### src/rtl/dcr_pkg.sv
`timescale 1ns/1ps
package dcr_pkg;
  localparam int WORD_W   = 8;
  localparam int CODE_W   = 2;
  localparam int CUT_LSB  = 6;
  localparam int GAIN_LSB = 4;

  typedef struct packed {
    logic useDirect;  // codes taken from pins
    logic shiftEn;    // shift one serial bit in
    logic sdoLoad;    // refresh serial data out
    logic latchEn;    // copy shift register to latch
  } dcr_strobe_t;
endpackage

### src/rtl/dcr_ctrl.sv
`timescale 1ns/1ps
module dcr_ctrl #(
  parameter int SYNC_STAGES = 2
) (
  input  logic               clk,
  input  logic               rstN,
  input  logic               modeDirect,
  input  logic               csPin,
  input  logic               sclkPin,
  output dcr_pkg::dcr_strobe_t stb
);
  logic [SYNC_STAGES-1:0] csSync;
  logic [SYNC_STAGES-1:0] sclkSync;
  logic csLast, sclkLast;
  logic csNow, sclkNow;
  logic serialMode, sclkRise, sclkFall, csFall, csRise;

  generate
    if (SYNC_STAGES > 1) begin : g_multi
      always_ff @(posedge clk or negedge rstN) begin
        if (!rstN) begin
          csSync   <= '1;
          sclkSync <= '0;
        end else begin
          csSync   <= {csSync[SYNC_STAGES-2:0], csPin};
          sclkSync <= {sclkSync[SYNC_STAGES-2:0], sclkPin};
        end
      end
    end else begin : g_single
      always_ff @(posedge clk or negedge rstN) begin
        if (!rstN) begin
          csSync   <= '1;
          sclkSync <= '0;
        end else begin
          csSync   <= csPin;
          sclkSync <= sclkPin;
        end
      end
    end
  endgenerate

  assign csNow   = csSync[SYNC_STAGES-1];
  assign sclkNow = sclkSync[SYNC_STAGES-1];

  always_ff @(posedge clk or negedge rstN) begin
    if (!rstN) begin
      csLast   <= 1'b1;
      sclkLast <= 1'b0;
    end else begin
      csLast   <= csNow;
      sclkLast <= sclkNow;
    end
  end

  always_comb begin
    serialMode    = !modeDirect;
    sclkRise      = sclkNow && !sclkLast;
    sclkFall      = !sclkNow && sclkLast;
    csFall        = !csNow && csLast;
    csRise        = csNow && !csLast;
    stb.useDirect = modeDirect;
    stb.shiftEn   = serialMode && !csNow && sclkRise;
    stb.sdoLoad   = serialMode && !csNow && (sclkFall || csFall);
    stb.latchEn   = serialMode && csRise;
  end
endmodule

### src/rtl/dcr_datapath.sv
`timescale 1ns/1ps
module dcr_datapath #(
  parameter int WORD_W   = dcr_pkg::WORD_W,
  parameter int CODE_W   = dcr_pkg::CODE_W,
  parameter int CUT_LSB  = dcr_pkg::CUT_LSB,
  parameter int GAIN_LSB = dcr_pkg::GAIN_LSB
) (
  input  logic                 clk,
  input  logic                 rstN,
  input  dcr_pkg::dcr_strobe_t stb,
  input  logic                 serDataIn,
  input  logic [CODE_W-1:0]    pinGain,
  input  logic [CODE_W-1:0]    pinCut,
  output logic [CODE_W-1:0]    gainCode,
  output logic [CODE_W-1:0]    cutCode,
  output logic                 serDataOut
);
  localparam int MSB = WORD_W - 1;

  logic [WORD_W-1:0] shiftReg;
  logic [WORD_W-1:0] latchWord;
  logic              sdoReg;

  always_ff @(posedge clk or negedge rstN) begin
    if (!rstN) begin
      shiftReg  <= '0;
      latchWord <= '0;
      sdoReg    <= 1'b0;
    end else begin
      if (stb.shiftEn) shiftReg  <= {shiftReg[MSB-1:0], serDataIn};
      if (stb.sdoLoad) sdoReg    <= shiftReg[MSB];
      if (stb.latchEn) latchWord <= shiftReg;
    end
  end

  always_ff @(posedge clk or negedge rstN) begin
    if (!rstN) begin
      gainCode <= '0;
      cutCode  <= '0;
    end else if (stb.useDirect) begin
      gainCode <= pinGain;
      cutCode  <= pinCut;
    end else begin
      gainCode <= latchWord[GAIN_LSB +: CODE_W];
      cutCode  <= latchWord[CUT_LSB +: CODE_W];
    end
  end

  assign serDataOut = sdoReg;

  // the shift register moves only on a shift strobe
  a_r3_shift_only_on_strobe: assert property (@(posedge clk) disable iff (!rstN)
    !stb.shiftEn |=> $stable(shiftReg));
  // the latch moves only on a latch strobe
  a_r4_latch_only_on_strobe: assert property (@(posedge clk) disable iff (!rstN)
    !stb.latchEn |=> $stable(latchWord));
  // serial data out holds between its load strobes
  a_r6_sdo_holds: assert property (@(posedge clk) disable iff (!rstN)
    !stb.sdoLoad |=> $stable(sdoReg));
  // direct mode leaves the latch untouched
  a_r7_latch_kept_direct: assert property (@(posedge clk) disable iff (!rstN)
    stb.useDirect |=> $stable(latchWord));
  // serial mode codes come from the latch fields
  a_r2_codes_from_latch: assert property (@(posedge clk) disable iff (!rstN)
    !stb.useDirect |=> (gainCode == $past(latchWord[GAIN_LSB +: CODE_W]))
                    && (cutCode == $past(latchWord[CUT_LSB +: CODE_W])));
endmodule

### src/rtl/dual_ctrl_reg.sv
`timescale 1ns/1ps
module dual_ctrl_reg #(
  parameter int SYNC_STAGES = 2,
  parameter int WORD_W      = dcr_pkg::WORD_W
) (
  input  logic       clk,
  input  logic       rstN,
  input  logic       modeDirect,
  input  logic       pinCutHi,
  input  logic       pinCutLo,
  input  logic       pinGainHi,
  input  logic       pinGainLo,
  input  logic       serDataIn,
  output logic       serDataOut,
  output logic       serDataOutEn,
  output logic [1:0] gainCode,
  output logic [1:0] cutCode
);
  dcr_pkg::dcr_strobe_t stb;

  dcr_ctrl #(.SYNC_STAGES(SYNC_STAGES)) u_ctrl (
    .clk        (clk),
    .rstN       (rstN),
    .modeDirect (modeDirect),
    .csPin      (pinCutHi),
    .sclkPin    (pinCutLo),
    .stb        (stb)
  );

  dcr_datapath #(.WORD_W(WORD_W), .CODE_W(2)) u_datapath (
    .clk        (clk),
    .rstN       (rstN),
    .stb        (stb),
    .serDataIn  (serDataIn),
    .pinGain    ({pinGainHi, pinGainLo}),
    .pinCut     ({pinCutHi, pinCutLo}),
    .gainCode   (gainCode),
    .cutCode    (cutCode),
    .serDataOut (serDataOut)
  );

  assign serDataOutEn = !modeDirect;

  // direct mode codes follow the pins one clock later
  a_r1_direct_follow: assert property (@(posedge clk) disable iff (!rstN)
    modeDirect |=> (gainCode == $past({pinGainHi, pinGainLo}))
                && (cutCode == $past({pinCutHi, pinCutLo})));
endmodule

### config.mk
export PLATFORM = sky130hd
export DESIGN_NAME = dual_ctrl_reg
export DESIGN_NICKNAME = d
export VERILOG_FILES = /design/src/rtl/dcr_pkg.sv /design/src/rtl/dcr_ctrl.sv /design/src/rtl/dcr_datapath.sv /design/src/rtl/dual_ctrl_reg.sv
export SDC_FILE = /design/constraint.sdc
export NUM_CORES = 1
export LEC_CHECK = 0
export ABC_AREA = 1
export BUFFER_PORTS_ARGS = -buffer_cell sky130_fd_sc_hd__buf_2
export CAP_MARGIN = 0
export CELL_PAD_IN_SITES_DETAIL_PLACEMENT = 1
export CELL_PAD_IN_SITES_GLOBAL_PLACEMENT = 2
export CORE_MARGIN = 4
export CORE_UTILIZATION = 30
export CTS_CLUSTER_DIAMETER = 100
export DETAILED_ROUTE_END_ITERATION = 7
export PLACE_DENSITY_LB_ADDON = 0.1
export SETUP_SLACK_MARGIN = 0.4
export SLEW_MARGIN = 5
export SYNTH_ARGS = -nofsm -noshare
export SYNTH_HDL_FRONTEND = slang
export SYNTH_HIERARCHICAL = 1
export SYNTH_SLANG_ARGS = --single-unit
### constraint.sdc
create_clock -name clk -period 1.66 [get_ports clk]
set_clock_uncertainty 0.2 [all_clocks]
set_input_delay 0.249 -clock clk [delete_from_list [all_inputs] [get_ports clk]]
set_output_delay 0.249 -clock clk [all_outputs]
set_load 0.005 [all_outputs]
# Word-level counts from Yosys, hierarchy flattened

Cells that the tools add are included.

Mux-type cells: 2
Magnitude comparators: 0
Divide/modulo/power cells: 0
$add $sub $neg: 0
Reductions and logical operators: 14
Bitwise logic cells: 0
$mul: 0
Equality and inequality tests: 0
Shift operators: 0

Operators with widths:

| cell              | number |
|---|---|
| logical AND 1 bit | 8 |
| zero test 1 bit   | 5 |
| two-way mux 2 bit | 2 |
| logical OR 1 bit  | 1 |

Bits of input ports: 8
Bits in writable memories: 0
Memory bits (read-only): 0
Register bits after elaboration: 27
Memories kept: 0
Output and inout port bits: 6
Bits in latches: 0
Word-level logic and storage cells: 25

# Depth between registers and ports, before layout

Gate-level depths: netlist (run 1).

Depth in word-level cells: 4
Mapped depth: 7
Gate-level depth less buffers: 6

# Hierarchy

The synthesis (run 1) kept the hierarchy.

Modules (own cells, without submodules):

| module        | cells an instance | sequential area each (µm²) | area an instance (µm²) | times used |
|---|---|---|---|---|
| dcr_datapath  | 73                | 425.4                      | 643.1                  | 1 |
| dcr_ctrl      | 17                | 153.9                      | 214.0                  | 1 |
| dual_ctrl_reg | 1                 | 0.0                        | 3.8                    | 1 |

# Worst setup path before layout (run 1)

Ideal clock, no wire load.

Path kind: reg2reg
Start: register u_ctrl.csSync[1]
End: register u_datapath.latchWord[4]
Stages on the path, launching flop included: 6
Required time: 1.343 ns
Path buffers: 0
Library setup time: 0.117 ns
Arrival: 1.106 ns
Clock period less this slack: 1.423 ns
Slack: 0.237 ns
Cell sequence: dfstp_2 > inv_2 > nor3_1 > inv_1 > nand2_1 > nand2_1

RTL lines:

| element                  | RTL line           | source |
|---|---|---|
| start: declaration       | dcr_ctrl.sv:12     | `logic [SYNC_STAGES-1:0] csSync;` |
| start signal: assignment | dcr_ctrl.sv:25     | `csSync <= {csSync[SYNC_STAGES-2:0], csPin};` |
| end signal: assignment   | dcr_datapath.sv:32 | `if (stb.latchEn) latchWord <= shiftReg;` |
| end: declaration         | dcr_datapath.sv:21 | `logic [WORD_W-1:0] latchWord;` |

==> run summary, run 1 <==
Register area: 579.3 um^2
Leakage: 0.0006179 uW
Routability Congestion: 0.6802
Worst path top cell family by delay: flip-flops
Post-synthesis sequential area ratio: 67.30%
Grt ovf: 0
Status: finished, final reports clean
Pwr dens: 909.1 nW/um^2
Post-Syn Area: 860.8 um^2
Critical Path End Type: flop
Multi-input gate area in the final layout: 267.8 um^2
Starting Density: 31.22%
Area growth syn-to-layout: 29.65%
Cells after Synth: 91
Synth area leader: dfrtp_1
Fmax: 0.7592 GHz
Number of max-cap violations: 0
Filler cells: 326
WL per Instance: 12.22 um
Core region area: 2758 um^2
Port Buffers: 13
Max incr delay on CP: 0.56 ns
Final-report hold violation count: 0
H-tree depth: 1
Syn_nets: 99
Drt drc: 0
Netlist cell types: 11
Worst path bufs/invs: 2
CTS Buffer Depth: 2
Most frequent cells in the layout: 44 x nand2_1, 20 x dfrtp_1, 13 x buf_2
First-pass DRT Iterations: 3
Final slew viol count: 0
First-pass GRT wire length: 3249 um
Cell Count, Final, Fillers Out: 148
Slew @ Worst Pin: 0.5103 ns
Setup TNS: 0 ns
Hpwl dp: 1254 um
Fraction of layout cells with a size suffix above 1: 35.90%
Fin nets: 126
Vias in the first global route: 668
Max transition margin: 65.98%
Synth warnings: 6
CP Data Required Time: 1.72 ns
Routed WL: 1809 um
Chip width: 61.57 um
Most frequent CP cell: nand2_1
Final period util: 79.35%
Vias per cell: 4.405
CTS tree: done
Crit-path slowest cell: dfstp_2
Critical Path Fanout Max: 4
RSZ-0062 raised after global routing: true
Post-synth top area share: 58.14%
Post-placement cell count: 134
Cell Chain, Critical Path: inv_2 -> nor3_4 -> buf_4 -> nand2_1 -> nand2_1
I/O pin total: 14
VDD IR max: 0.0005283 V
Syn avg cell area: 9.460 um^2
Clk root buf: clkbuf_4
Finish-stage setup viols: 0
Crit path kind: flop to flop
Row count: 19
Worst skew pair latency: 0.31 ns
Startpoint Class: flop
Worst Path Arrival: 1.38 ns
FF+latch count, synth: 23
Via count: 652
Min cycle time layout: 1.317 ns
Gr usage total: 12.05%
Die footprint: 3790 um^2
Detail Route Antenna Nets: 0
Min-delay worst type: primary input to flop
Commonest non-fill, non-tap cell in the layout: nand2_1
Synth area leaders: dfrtp_1 58%, nand2_1 23%, dfstp_2 9.2%, inv_1 2.6%, buf_6 1.3%
Initial antenna violation count: 0
Pin count of the biggest net entering global routing: 24
Worst-path clk slew: 0.13 ns
1st-iter DRT viols: 22
# diodes: 0
Clk sink count: 23
CTS Buf Count: 3
Die span in y: 61.57 um
-- where the power goes --
part           switching [uW]  total, uW  internal, uW
clock                     170        260          90.0
combinational            60.6        110          49.2
sequential               33.6        644           611
-- registers in the layout (all words and copies together), names as in the netlist --
name	count
u_datapath/shiftReg	8
u_datapath/latchWord	4
u_ctrl/csSync	2
u_ctrl/sclkSync	2
u_datapath/cutCode	2
u_datapath/gainCode	2
u_ctrl/csLast	1
u_ctrl/sclkLast	1
u_datapath/serDataOut	1
-- stage by stage --
| stage | setup slack, ns | utilization, % | power (uW) | instance area (um^2) | hold WS [ns] |
|---|---|---|---|---|---|
| after global routing | 0.2479 | 40.47 | 1091 | 1116 | 0.05083 |
| after CTS | 0.3354 | 40.02 | 1039 | 1104 | 0.04199 |
| after global placement | 0.3689 | 34.98 | 733.8 | 964.7 | 0.05979 |
| after floorplan | 0.4276 | - | 692.6 | 872.1 | -0.2466 |
| after detailed placement | 0.3199 | 34.98 | 740.4 | 964.7 | 0.05343 |
| final | 0.3428 | 40.47 | 1015 | 1116 | 0.04813 |
-- what timing repair did --
action                     in CTS  in global routing
setup endpoints to repair      16                 18
hold endpoints to repair       27                  0
setup buffers                   3                  1
hold buffers                    6                  0
pin swaps                      10                  1
resized for setup              11                  2
-- path summary, 6_finish.rpt --
check | start | endpoint | slack (ns) | depth (start not counted)
worst max-delay path | u_ctrl/csSync[1]$_DFF_PN1_ | u_datapath/latchWord[5]$_DFFE_PN0P_ | 0.34 | 5
worst min-delay path | modeDirect | u_datapath/gainCode[0]$_DFF_PN0_ | 0.05 | 3
worst max register to register | u_ctrl/csSync[1]$_DFF_PN1_ | u_datapath/latchWord[5]$_DFFE_PN0P_ | 0.34 | 5
worst min register to register | u_ctrl/sclkSync[0]$_DFF_PN0_ | u_ctrl/sclkSync[1]$_DFF_PN0_ | 0.17 | 0
max in group asynchronous | rstN | u_ctrl/csLast$_DFF_PN1_ | 0.68 | 2
min in group asynchronous | rstN | u_ctrl/sclkSync[1]$_DFF_PN0_ | 0.22 | 2
-- layout make-up --
| class | instances | share of cell area [%] |
|---|---|---|
| inverter | 9 | 3.251 |
| clock inverter | 1 | 0.4484 |
| timing repair buffer | 24 | 14.91 |
| tap | 31 | 3.475 |
| clock buffer | 3 | 2.018 |
| multi-input combinational | 57 | 23.99 |
| sequential | 23 | 51.91 |
-- cell families (layout without fill, tap and decap cells) --
family,count (synthesis),in the layout,synth area share (%)
AO/OA/AOI/OAI,1,1,1.018
flip-flops,23,23,67.30
buffers and inverters,11,37,6.105
AND/OR/NAND/NOR,56,56,25.58
-- worst min-delay path: cells and delay by family --
kind,cells,cell delay [ns]
and+or+nand+nor,2,0.11
buffers and inverters,1,0.17
-- routing by layer --
| metal | wire (um) | GRT usage (%) | vias up |
|---|---|---|---|
| li1 | - | - | 319 |
| met1 | 831 | 16.25 | 322 |
| met2 | 886 | 17.64 | 9 |
| met3 | 72 | 5.031 | 2 |
| met4 | 18 | 3.636 | 0 |
| met5 | 0 | 0 | - |
-- synth_stat cells, drive strengths merged --
cell type	number
dfstp	3
a21oi	1
nand3	1
buf	2
nand2	53
dfrtp	20
nor2	1
inv	9
nor3	1
No activity file was read; power rests on OpenSTA's default activity.
==> run 2, diff against run 1 <==
ABC_AREA = 0   (was 1)
clock period = 1.15 ns   (was 1.66 ns; I/O delays follow)
==> run summary, run 2 <==
RSZ-0062 raised after global routing: true
Port Buffers: 13 (unchanged)
Syn_nets: 56 (-43%)
H-tree depth: 1 (unchanged)
Via count: 464 (-29%)
Synth warnings: 6 (unchanged)
Pin count of the biggest net entering global routing: 15 (-38%)
Pwr dens: 1377 nW/um^2 (+51%)
Routability Congestion: 0.6361 (-6.5%)
Synth area leader: dfrtp_1
PnR worst setup slack: -0.3665 ns (-0.7093 ns)
Most frequent cells in the layout: 20 x dfrtp_1, 17 x mux2_4, 11 x buf_2
CTS Buffer Depth: 2 (unchanged)
Fmax: 0.6594 GHz (-13%)
Critical Path End Type: flop
Status: finished, violations left
Area growth syn-to-layout: 33.04%
Post-synth top area share: 57.97% (-0.17 points)
Tot Pwr: 1582 uW (+56%)
Initial antenna violation count: 0 (unchanged)
Chip width: 61.65 um (+0.13%)
Synth area leaders: dfrtp_1 58%, mux2_4 14%, mux2_2 12%, dfstp_2 9.1%, nor4b_2 1.7%
Async S/R FF share, synth: 100.0% (unchanged)
Fraction of layout cells with a size suffix above 1: 68.92% (+33 points)
Worst skew pair latency: 0.30 ns (about the same)
Startpoint Class: flop
Crit path kind: flop to flop
Reg2Reg Launch Point: u_ctrl/csSync[1]$_DFF_PN1_
Worst-path clk slew: 0.12 ns (about the same)
Routed WL: 1566 um (-13%)
Most common cell in the synthesized netlist: dfrtp_1
Post-route cell area: 1149 um^2 (+2.9%)
Die footprint: 3800 um^2 (+0.26%)
Crit-path slowest cell: dfstp_2
First-pass DRT Iterations: 2 (-1)
Critical Path Fanout Max: 8 (+4)
Max transition margin: 82.59% (+17 points)
Max incr delay on CP: 0.40 ns (-0.16 ns)
Worst Path Arrival: 1.51 ns (+0.13 ns)
Clk root buf: clkbuf_4
Finish-stage setup viols: 18 (+18)
CP Data Required Time: 1.14 ns (-0.58 ns)
Ys flop type: dfrtp_1
Min-delay worst type: primary input to async pin
Drt drc: 0 (unchanged)
CTS tree: done
Vias in the first global route: 526 (-21%)
Setup TNS: -4.728 ns (-4.728 ns)
FF+latch count, synth: 23 (unchanged)
Post-synthesis sequential area ratio: 67.10% (-0.20 points)
Final slew viol count: 0 (unchanged)
Die span in y: 61.65 um (+0.13%)
Fin nets: 83 (-34%)
First-pass GRT wire length: 2532 um (-22%)
Netlist cell types: 12 (+1)
Max reg flops: 8 (unchanged)
Gr usage total: 9.645% (-2.4 points)
Cells after Synth: 48 (-47%)
Flop2flop setup slack: -0.37 ns (-0.71 ns)
Leakage: 0.0005712 uW (-7.6%)
Commonest non-fill, non-tap cell in the layout: dfrtp_1
1st-iter DRT viols: 8 (-64%)
Min cycle time layout: 1.517 ns (+0.1993 ns)
WL per Instance: 14.91 um (+22%)
Failing checks: negative hold slack, negative setup slack
Syn avg cell area: 17.99 um^2 (+90%)
CTS Buf Count: 3 (unchanged)
Starting Density: 31.31% (+0.091 points)
R2r endpoint: u_datapath/shiftReg[2]$_DFFE_PN0P_
Reg with most FFs: u_datapath/shiftReg
Filler cells: 275 (-16%)
Final period util: 131.9% (+53 points)
VDD IR max: 0.0006524 V (+23%)
Detail Route Antenna Nets: 0 (unchanged)
# diodes: 0 (unchanged)
Grt ovf: 0 (unchanged)
Row count: 19 (unchanged)
I/O pin total: 14 (unchanged)
Top cells by count, synth: 20 x dfrtp_1, 9 x mux2_2, 8 x mux2_4
Largest regs: u_datapath/shiftReg (8), u_datapath/latchWord (4)
Worst-case reg-to-reg path depth: 3 (-2)
Vias per cell: 4.419 (+0.31%)
Clk sink count: 23 (unchanged)
Multi-input gate area in the final layout: 309.0 um^2 (+15%)
Hold_ws: -0.4743 ns (-0.5224 ns)
Number of flops mapped to enable cells by yosys: 0 (unchanged)
Post-Syn Area: 863.3 um^2 (+0.29%)
DP Area: 1017 um^2 (+5.4%)
Slew @ Worst Pin: 0.2611 ns (-0.2492 ns)
Cell Chain, Critical Path: nor4b_2 -> buf_4 -> mux2_4
Hpwl dp: 1102 um (-12%)
Core region area: 2758 um^2 (unchanged)
Final-report hold violation count: 30 (+30)
Register area: 579.3 um^2 (unchanged)
Number of max-cap violations: 0 (unchanged)
[run 2: timing repair]
action	in CTS	in global routing
gates resized for setup	18	1
setup buffers	4	1
endpoints found under the setup margin	26	26
hold endpoints to repair	30	30
pin swaps	2	0
gates cloned	0	0
[run 2: final cells by class]
cell class | instances | area share (%)
Sequential cell | 23 | 50.44
Multi-Input combinational cell | 22 | 26.91
Timing Repair Buffer | 24 | 16.67
Tap cell | 31 | 3.377
Clock buffer | 4 | 2.288
Inverter | 1 | 0.3268
[run 2: kinds of logic after synthesis]
kind of cell	count (synthesis)	share of synthesized area [%]
flops	23	67.10
compound gates	1	0.8699
mux	17	25.65
simple gates	4	3.768
buf+inv	3	2.609
[run 2: critical path, delay by kind of cell (launching register included)]
kind / cells / cell delay, ns
flops: 1 / 0.40
mux: 1 / 0.31
simple gates: 1 / 0.25
buf+inv: 1 / 0.24
[run 2: per-stage QoR]
step | std cells | setup WS [ns] | hold slack [ns] | utilization (%)
4_1_cts | 104 | -0.3767 | -0.4909 | 41.15
6_report | 105 | -0.3665 | -0.4743 | 41.65
2_1_floorplan | 48 | -0.2975 | -0.3231 | -
5_1_grt | 105 | -0.3962 | -0.4976 | 41.65
3_3_place_gp | 96 | -0.3593 | -0.1417 | 36.89
3_5_place_dp | 96 | -0.3701 | -0.1435 | 36.89
[run 2: where the power goes]
part / internal, uW / total [uW] / switching, uW
Combinational: 180 / 253 / 73.3
Clock: 135 / 358 / 223
Sequential: 910 / 971 / 60.9
[run 2: routing by layer]
layer,global-route usage [%],up-vias,wire (um)
li1,-,214,-
met1,13.32,243,757
met2,14.05,7,740
met3,3.145,0,68
met4,3.636,0,0
met5,0,-,0
[run 2: worst max path at each step]
stage | start | endpoint | slack, ns | depth (start not counted)
CTS | u_ctrl/csSync[1]$_DFF_PN1_ | u_datapath/shiftReg[4]$_DFFE_PN0P_ | -0.38 | 3
detailed placement | u_ctrl/csSync[1]$_DFF_PN1_ | u_datapath/latchWord[4]$_DFFE_PN0P_ | -0.37 | 2
global route | u_ctrl/csSync[1]$_DFF_PN1_ | u_datapath/latchWord[4]$_DFFE_PN0P_ | -0.40 | 3
global placement | u_ctrl/csSync[1]$_DFF_PN1_ | u_datapath/shiftReg[4]$_DFFE_PN0P_ | -0.36 | 3
finish | u_ctrl/csSync[1]$_DFF_PN1_ | u_datapath/shiftReg[2]$_DFFE_PN0P_ | -0.37 | 3
floorplan | u_ctrl/csSync[1]$_DFF_PN1_ | u_datapath/latchWord[4]$_DFFE_PN0P_ | -0.30 | 2
==> run 3, diff against run 2 <==
==> constraint.sdc (replaced) <==
create_clock -name clk -period 1.15 [get_ports clk]
set_clock_uncertainty 0.2 [all_clocks]
set_input_delay 0.23 -clock clk [delete_from_list [all_inputs] [get_ports clk]]
set_output_delay 0.23 -clock clk [all_outputs]
set_load 0.005 [all_outputs]
==> run summary, run 3 (synthesis results as in run 2) <==
Largest regs: u_datapath/shiftReg (8), u_datapath/latchWord (4)
Fraction of layout cells with a size suffix above 1: 68.49% (-0.43 points)
Failing checks: negative hold slack, negative setup slack
Reg with most FFs: u_datapath/shiftReg
Fmax: 0.6680 GHz (+1.3%)
Worst-path clk slew: 0.12 ns (about the same)
Most frequent cells in the layout: 20 x dfrtp_1, 16 x mux2_4, 11 x buf_2
First-pass GRT wire length: 2532 um (unchanged)
PnR worst setup slack: -0.3471 ns (+0.01941 ns)
Commonest non-fill, non-tap cell in the layout: dfrtp_1
Routed WL: 1557 um (-0.57%)
Die footprint: 3800 um^2 (unchanged)
R2r endpoint: u_datapath/latchWord[7]$_DFFE_PN0P_
Tot Pwr: 1584 uW (+0.12%)
Initial antenna violation count: 0 (unchanged)
Leakage: 0.0005658 uW (-0.95%)
Clk root buf: clkbuf_4
Status: finished, violations left
Max transition margin: 83.65% (+1.1 points)
CTS Buffer Depth: 2 (unchanged)
Worst skew pair latency: 0.30 ns (about the same)
RSZ-0062 raised after global routing: true
Critical Path End Type: flop
CP Data Required Time: 1.15 ns (about the same)
Crit path kind: flop to flop
Grt ovf: 0 (unchanged)
Routability Congestion: 0.6145 (-3.4%)
Slew @ Worst Pin: 0.2452 ns (-0.01588 ns)
Startpoint Class: flop
Via count: 469 (+1.1%)
Pwr dens: 1386 nW/um^2 (+0.67%)
VDD IR max: 0.0009015 V (+38%)
First-pass DRT Iterations: 3 (+1)
Final-report hold violation count: 30 (unchanged)
Worst Path Arrival: 1.49 ns (-0.02 ns)
Fin nets: 82 (-1.2%)
Port Buffers: 13 (unchanged)
I/O pin total: 14 (unchanged)
Hpwl dp: 1147 um (+4.1%)
Row count: 19 (unchanged)
Core region area: 2758 um^2 (unchanged)
Flop2flop setup slack: -0.35 ns (+0.02 ns)
CTS tree: done
Finish-stage setup viols: 18 (unchanged)
Worst-case reg-to-reg path depth: 3 (unchanged)
Gr usage total: 9.425% (-0.22 points)
Die span in y: 61.65 um (unchanged)
Area growth syn-to-layout: 32.32%
Max reg flops: 8 (unchanged)
Final period util: 130.2% (-1.7 points)
H-tree depth: 1 (unchanged)
Final slew viol count: 0 (unchanged)
Drt drc: 0 (unchanged)
CTS Buf Count: 3 (unchanged)
Detail Route Antenna Nets: 0 (unchanged)
Starting Density: 31.31% (unchanged)
Min-delay worst type: primary input to async pin
Chip width: 61.65 um (unchanged)
Pin count of the biggest net entering global routing: 15 (unchanged)
Critical Path Fanout Max: 4 (-4)
Hold_ws: -0.4338 ns (+0.04047 ns)
Number of max-cap violations: 0 (unchanged)
Vias per cell: 4.510 (+2.0%)
Vias in the first global route: 520 (-1.1%)
Reg2Reg Launch Point: u_ctrl/csSync[1]$_DFF_PN1_
Min cycle time layout: 1.497 ns (-0.01941 ns)
# diodes: 0 (unchanged)
WL per Instance: 14.97 um (+0.38%)
1st-iter DRT viols: 15 (+7)
Clk sink count: 23 (unchanged)
[run 3: routing by layer]
metal,part of all wire (%),global-route usage [%]
met1,44,12.52
met2,50,14.50
met3,5.3,3.983
met4,0,1.818
met5,0,0
[run 3: power by group]
part	leakage, uW	total (uW)	switching, uW	internal, uW
Clock	0.0000150	361	226	135
Combinational	0.000258	251	73.2	178
Sequential	0.000293	971	61.0	910
Total	0.000566	1580	360	1220
[run 3: stage by stage]
stage	area (um^2)	utilization [%]	instances	setup TNS (ns)	setup WS, ns
floorplan	897.1	-	48	-3.549	-0.2975
global placement	1025	37.16	95	-4.951	-0.3673
detailed placement	1025	37.16	95	-4.840	-0.3781
CTS	1087	39.43	101	-4.863	-0.3501
global route	1142	41.42	104	-5.744	-0.3981
finish	1142	41.42	104	-4.690	-0.3471
[run 3: critical path: stages, from the launching register on]
cell and delay (ns):
dfstp_2 0.57, nor3b_4 0.18, buf_6 0.15, mux2_4 0.30
[run 3: layout make-up]
type	count	area, um^2
Fill cell	276	1615
Clock buffer	4	26.28
Timing Repair Buffer	23	183.9
Inverter	1	3.754
Multi-Input combinational cell	22	310.3
Tap cell	31	38.79
Sequential cell	23	579.3
[run 3: worst max path at each step]
| stage | from | endpoint | slack (ns) | cells past startpoint |
|---|---|---|---|---|
| 6_report | u_ctrl/csSync[1]$_DFF_PN1_ | u_datapath/latchWord[7]$_DFFE_PN0P_ | -0.35 | 3 |
| 5_1_grt | u_ctrl/csSync[1]$_DFF_PN1_ | u_datapath/shiftReg[4]$_DFFE_PN0P_ | -0.40 | 3 |
| 4_1_cts | u_ctrl/csSync[1]$_DFF_PN1_ | u_datapath/latchWord[7]$_DFFE_PN0P_ | -0.35 | 3 |
| 3_5_place_dp | u_ctrl/csSync[1]$_DFF_PN1_ | u_datapath/latchWord[7]$_DFFE_PN0P_ | -0.38 | 2 |
| 3_3_place_gp | modeDirect | u_datapath/shiftReg[3]$_DFFE_PN0P_ | -0.37 | 4 |
| 2_1_floorplan | u_ctrl/csSync[1]$_DFF_PN1_ | u_datapath/latchWord[4]$_DFFE_PN0P_ | -0.30 | 2 |
[run 3: what timing repair did]
| item | CTS | global route |
|---|---|---|
| setup endpoints to repair | 25 | 25 |
| gates resized for setup | 6 | 9 |
| endpoints found under the hold margin | 30 | 27 |
| setup buffers | 2 | 3 |
